`config.mk`:
```
export PLATFORM = sky130hd
export DESIGN_NAME = conv_capture_ctrl
export DESIGN_NICKNAME = d
export VERILOG_FILES = /design/src/rtl/conv_capture_ctrl.sv
export SDC_FILE = /design/constraint.sdc
export NUM_CORES = 1
export LEC_CHECK = 0
export CAP_MARGIN = 20
export CORE_UTILIZATION = 55
export CTS_CLUSTER_DIAMETER = 200
export CTS_CLUSTER_SIZE = 10
export DETAILED_ROUTE_END_ITERATION = 7
export GPL_TIMING_DRIVEN = 0
export PLACE_DENSITY = 0.87
export SYNTH_ARGS = -nofsm -noshare
export SYNTH_HDL_FRONTEND = slang
export SYNTH_SLANG_ARGS = --single-unit
export TNS_END_PERCENT = 20
```
`constraint.sdc`:
```
create_clock -name clk -period 7.2 [get_ports clk]
set_input_delay 0.72 -clock clk [delete_from_list [all_inputs] [get_ports clk]]
set_output_delay 0.72 -clock clk [all_outputs]
set_load 0.1 [all_outputs]
```
`src/rtl/conv_capture_ctrl.sv`:
```
module conv_capture_ctrl #(
  parameter int DATA_W     = 12,
  parameter int PER_W      = 16,
  parameter int OVR_W      = 8,
  parameter int ENC_HI     = 5,
  parameter int ENC_LO     = 4,
  parameter int CLK_PS     = 5000,
  parameter int HI_MIN_PS  = 20000,
  parameter int HI_MAX_PS  = 30000,
  parameter int LO_MIN_PS  = 20000
) (
  input  logic              clk,
  input  logic              rst_n,
  input  logic              run,
  input  logic [PER_W-1:0]  period,
  input  logic [1:0]        fmt,
  output logic              conv_start,
  input  logic              conv_dav,
  input  logic [DATA_W-1:0] conv_bits,
  input  logic              conv_msb_n,
  input  logic              conv_range,
  output logic              smp_valid,
  input  logic              smp_ready,
  output logic [DATA_W-1:0] smp_data,
  output logic              smp_over,
  output logic              smp_under,
  output logic [OVR_W-1:0]  ovr_count
);

  localparam int HC_W = $clog2(ENC_HI + 1);
  localparam int LC_W = $clog2(ENC_LO + 1);
  localparam logic [1:0] FMT_TWOS = 2'b10;

  if (ENC_HI * CLK_PS < HI_MIN_PS || ENC_HI * CLK_PS > HI_MAX_PS) begin : g_hi_window
    $error("start pulse high time outside the allowed window");
  end
  if (ENC_LO * CLK_PS < LO_MIN_PS) begin : g_lo_window
    $error("start pulse low time below the minimum");
  end

  typedef enum logic [1:0] {S_IDLE, S_HIGH, S_WAIT, S_TAIL} st_t;
  st_t state;

  logic [PER_W-1:0] per_cnt;
  logic [PER_W:0]   per_nxt;
  logic             tick, pending, start;
  logic [HC_W-1:0]  hi_cnt;
  logic [LC_W-1:0]  lo_cnt;
  logic             lo_ok;
  logic             dav_s1, dav_s2, dav_s3, dav_rise;
  logic             cap_fire, slot_free;
  logic [DATA_W-1:0] fmt_word;

  assign per_nxt  = {1'b0, per_cnt} + 1'b1;
  assign tick     = run && (per_nxt >= {1'b0, period});
  assign lo_ok    = lo_cnt >= LC_W'(ENC_LO - 1);
  assign start    = (state == S_IDLE) && pending && lo_ok;
  assign dav_rise = dav_s2 && !dav_s3;
  assign cap_fire = (state == S_WAIT) && dav_rise;
  assign slot_free = !smp_valid || smp_ready;
  assign fmt_word = (fmt == FMT_TWOS) ? {conv_msb_n, conv_bits[DATA_W-2:0]} : conv_bits;

  always_ff @(posedge clk or negedge rst_n) begin
    if (!rst_n) begin
      per_cnt <= '0;
      pending <= 1'b0;
    end else begin
      per_cnt <= (!run || tick) ? '0 : per_cnt + 1'b1;
      pending <= run && ((pending && !start) || tick);
    end
  end

  always_ff @(posedge clk or negedge rst_n) begin
    if (!rst_n) begin
      dav_s1 <= 1'b0;
      dav_s2 <= 1'b0;
      dav_s3 <= 1'b0;
    end else begin
      dav_s1 <= conv_dav;
      dav_s2 <= dav_s1;
      dav_s3 <= dav_s2;
    end
  end

  always_ff @(posedge clk or negedge rst_n) begin
    if (!rst_n) begin
      state      <= S_IDLE;
      conv_start <= 1'b0;
      hi_cnt     <= '0;
    end else begin
      case (state)
        S_IDLE: if (start) begin
          state      <= S_HIGH;
          conv_start <= 1'b1;
          hi_cnt     <= '0;
        end
        S_HIGH: begin
          hi_cnt <= hi_cnt + 1'b1;
          if (hi_cnt == HC_W'(ENC_HI - 1)) begin
            conv_start <= 1'b0;
            state      <= S_WAIT;
          end
        end
        S_WAIT: if (dav_rise) state <= S_TAIL;
        default: if (!dav_s2) state <= S_IDLE;
      endcase
    end
  end

  always_ff @(posedge clk or negedge rst_n) begin
    if (!rst_n) lo_cnt <= '0;
    else if (conv_start) lo_cnt <= '0;
    else if (lo_cnt < LC_W'(ENC_LO)) lo_cnt <= lo_cnt + 1'b1;
  end

  always_ff @(posedge clk or negedge rst_n) begin
    if (!rst_n) begin
      smp_valid <= 1'b0;
      smp_data  <= '0;
      smp_over  <= 1'b0;
      smp_under <= 1'b0;
      ovr_count <= '0;
    end else if (cap_fire && slot_free) begin
      smp_valid <= 1'b1;
      smp_data  <= fmt_word;
      smp_over  <= conv_range && conv_bits[DATA_W-1];
      smp_under <= conv_range && !conv_bits[DATA_W-1];
    end else if (cap_fire) begin
      if (ovr_count != '1) ovr_count <= ovr_count + 1'b1;
    end else if (smp_ready) begin
      smp_valid <= 1'b0;
    end
  end

endmodule

```
==> impl_results.md <==
- Synth Warn #: 0
- Mapped cell area: 2900 sq um
- Max-Slew Margin vs Limit: 0.335
- Most frequent cells in the layout: 59 x clkdlybuf4s50_1, 52 x dfrtp_1, 27 x inv_1
- CP dominant cell by count: ha_1
- Cell family with most CP delay: simple AND/OR/NAND/NOR gates
- Hold Fails Final Rpt: 0
- Flop pwr share: 0.330
- Clock transition at the registers of the reported paths: 0.09 ns
- Comb pwr share: 0.520
- Setup WS pre-CTS: 4.23 ns
- R2R Path Start: per_cnt[0]
- Die area: 5570 sq um
- CP Launch Point: per_cnt[0]
- Post CTS Setup Buffer Count: 0
- Fin. max-slew vios: 0
- Reg2reg setup slack: approximately 4.2 ns
- Hold_buf cts: 0
- FP Rows: 26
- Hold Path Class: input pin to asynchronous set/reset pin
- Distinct cells, synth: 48
- Diode count: 0
- Final min period: 2.99 ns
- CORE AREA: ~5000 sq um
- First-pass GRT wire length: 9320 microns
- Max_cap viols: 0
- Tightest Pin Transition: 0.995 ns
- Starting density of the core: 0.569
- Initial antenna violation count: 0
- DRC: 0
- I/O pin count: 61
- Clock Skew: 0.00258 ns
- Die Wd: roughly 75 microns
- Clock sinks: 52
- PortBufs: 60
- CP Cell Sequence: ha_1 > nand2_1 > nor3_4 > and3_1 > xor2_1 > ha_1 > nand4_1 > nor2_1 > a31oi_1 > a21oi_2 > o21a_1
- Routed len/inst: 14.4 microns
- Share of cells above drive strength 1: 0.141
- Crit path required time: around 7.5 ns
- Final WS setup: about 4.2 ns
- Pin count of the biggest net entering global routing: 34
- Status: completed
- Asr flop ratio synth: 1.00
- Critical path buffers and inverters: 0
- Peak supply drop: 0.231 mV
- Static Leakage: 1.74 nW
- Vias post-DR: 2127
- Setup TNS: 0 ns
- Slowest cell on crit path: dfrtp_1
- Final period utilization: 0.415
- Share of the synthesized area in the top cell type: 0.448
- Commonest non-fill, non-tap cell in the layout: clkdlybuf4s50_1
- Critical path type: register to register
- Total congestion overflow: 0
- Synthesized instance count: 259
- Setup Viol. Count Final: 0
- Syn Nets: ~320
- 1st-iter DRT viols: 81
- WP data arrival: around 3.2 ns
- DRT Pass-1 Iters: 4
- CP peak stage delay: 0.45 ns
- CP Capture Type: register
- CTS max path bufs: 2
- Post-Syn Area per Cell: 11.2 sq um
- Gpl congestion: 0.784
- Clk root buf: clkbuf_8
- Ranking of synthesized cells by area: dfrtp_1 45%, ha_1 11%, mux2_2 4.7%, nor3b_2 3.9%, xnor2_1 3.6%
- CP Max Fanout: 8
- Number of synthesized flops with an enable pin: 0
- HPWL after DPL: ~4500 microns
- Post-synthesis sequential area ratio: 0.448
- Vias in the first global route: between 2000 and 2500
- ANT nets after route: 0
- Area delta synth->final: 27.5%
- CTS tree: built
- Die H: 74.7 microns
- Biggest area consumer among synthesized cells: dfrtp_1
- DRT Wirelength: 5710 microns
- Net Sw Power: 0.000577 W
- Htree depth: 2
- Switching Share: 0.483
- Worst hold slack: 0.357 ns
- CP startpoint kind: register
- Dominant synthesized flop cell: dfrtp_1
- Clk pwr share: 0.150
- Layout Nets: 389
- Vias per cell: between 5 and 6
- Inserted Clock Buffers: 5
- RSZ-0062 raised after global routing: false
- Fillcell total: 397
- Flops & latches, synth: 52
- Post_cts resized: 0
- Clock Latency Late Sink: 0.30 ns
- Total GRT Usage: 0.219
- Internal Power: slightly above 0.0006 W
- Max Clk Rate: 335 MHz
- Cell Pwr Density: between 300 and 400 nW/um^2
==> per-stage QoR <==
stage	utilization	instances	instance area, sq um	power (W)
2_1_floorplan	-	259	2900	0.000861
3_3_place_gp	0.703	389	3590	0.00100
3_5_place_dp	0.706	390	3610	0.00102
4_1_cts	0.725	397	3700	0.00120
5_1_grt	0.725	397	3700	0.00125
6_report	0.725	397	3700	0.00119
==> synthesized netlist by cell type, types with 2 or more instances <==
master,n
a211oi_1,2
a21oi_1,8
a31oi_1,2
and3_1,5
buf_2,2
dfrtp_1,52
ha_1,25
inv_1,27
mux2_2,12
mux2i_1,2
nand2_1,17
nand3_1,7
nand3b_1,2
nand4_1,7
nand4_2,2
nor2_1,13
nor2b_1,2
nor3_1,2
nor3_2,2
nor3b_1,6
nor3b_2,9
o21ai_0,6
o21ai_1,2
xnor2_1,12
xor2_1,10
==> final timing paths <==
path	endpoint	depth (start not counted)
setup / recovery	pending	11
max in group asynchronous	per_cnt[6]	2
min in group clk	dav_s2	0
hold / removal	smp_data[6]	1
hold reg to reg	dav_s2	0
setup reg to reg	pending	11
==> layout make-up <==
class | count | area (sq um) | share of cell area
Buffer | 2 | 10.0 | 0.00270
Clock buffer | 7 | 96.3 | 0.0260
Inverter | 27 | 101 | 0.0274
Multi-Input combinational cell | 178 | 1490 | 0.403
Sequential cell | 52 | 1300 | 0.351
Tap cell | 70 | 87.6 | 0.0236
Timing Repair Buffer | 61 | 616 | 0.166
==> metal layers <==
layer / vias up / routed length, microns / global-route usage
met4: 0 / 81 / 0.0713
met2: 38 / 2930 / 0.368
met3: 9 / 138 / 0.0469
met1: 1035 / 2560 / 0.284
met5: - / 0 / 0
li1: 1045 / - / -
==> kinds of logic (layout without fill, tap and decap cells) <==
family                   after synthesis  in the layout  share of synthesized area
AO/OA/AOI/OAI                         36             36                      0.101
XOR/XNOR                              22             22                     0.0663
adder cells (fa/ha/maj)               25             25                      0.108
buffers and inverters                 29             97                     0.0383
flip-flops                            52             52                      0.448
multiplexers                          15             15                     0.0573
AND/OR/NAND/NOR                       80             80                      0.181
==> flip-flops by register name, indices dropped and copies added, names as in the netlist, 2 cells and up <==
register and count:
per_cnt 16, smp_data 12, ovr_count 8, hi_cnt 3
lo_cnt 3, state 2
==> worst register-to-register path: stages (launching register included) <==
cell and delay, ns:
dfrtp_1 0.45, ha_1 0.24, nand2_1 0.12, nor3_4 0.29, and3_1 0.22, xor2_1 0.09
ha_1 0.31, nand4_1 0.13, nor2_1 0.25, a31oi_1 0.21, a21oi_2 0.43, o21a_1 0.20
==> power by group through the flow <==
stage               combinational (W)  clock (W)  sequential [W]
floorplan                    0.000150          0        0.000712
global placement             0.000605          0        0.000395
detailed placement           0.000621          0        0.000400
CTS                          0.000623   0.000181        0.000394
global route                 0.000654   0.000195        0.000402
finish                       0.000621   0.000179        0.000393
No activity file was read; power rests on OpenSTA's default activity.
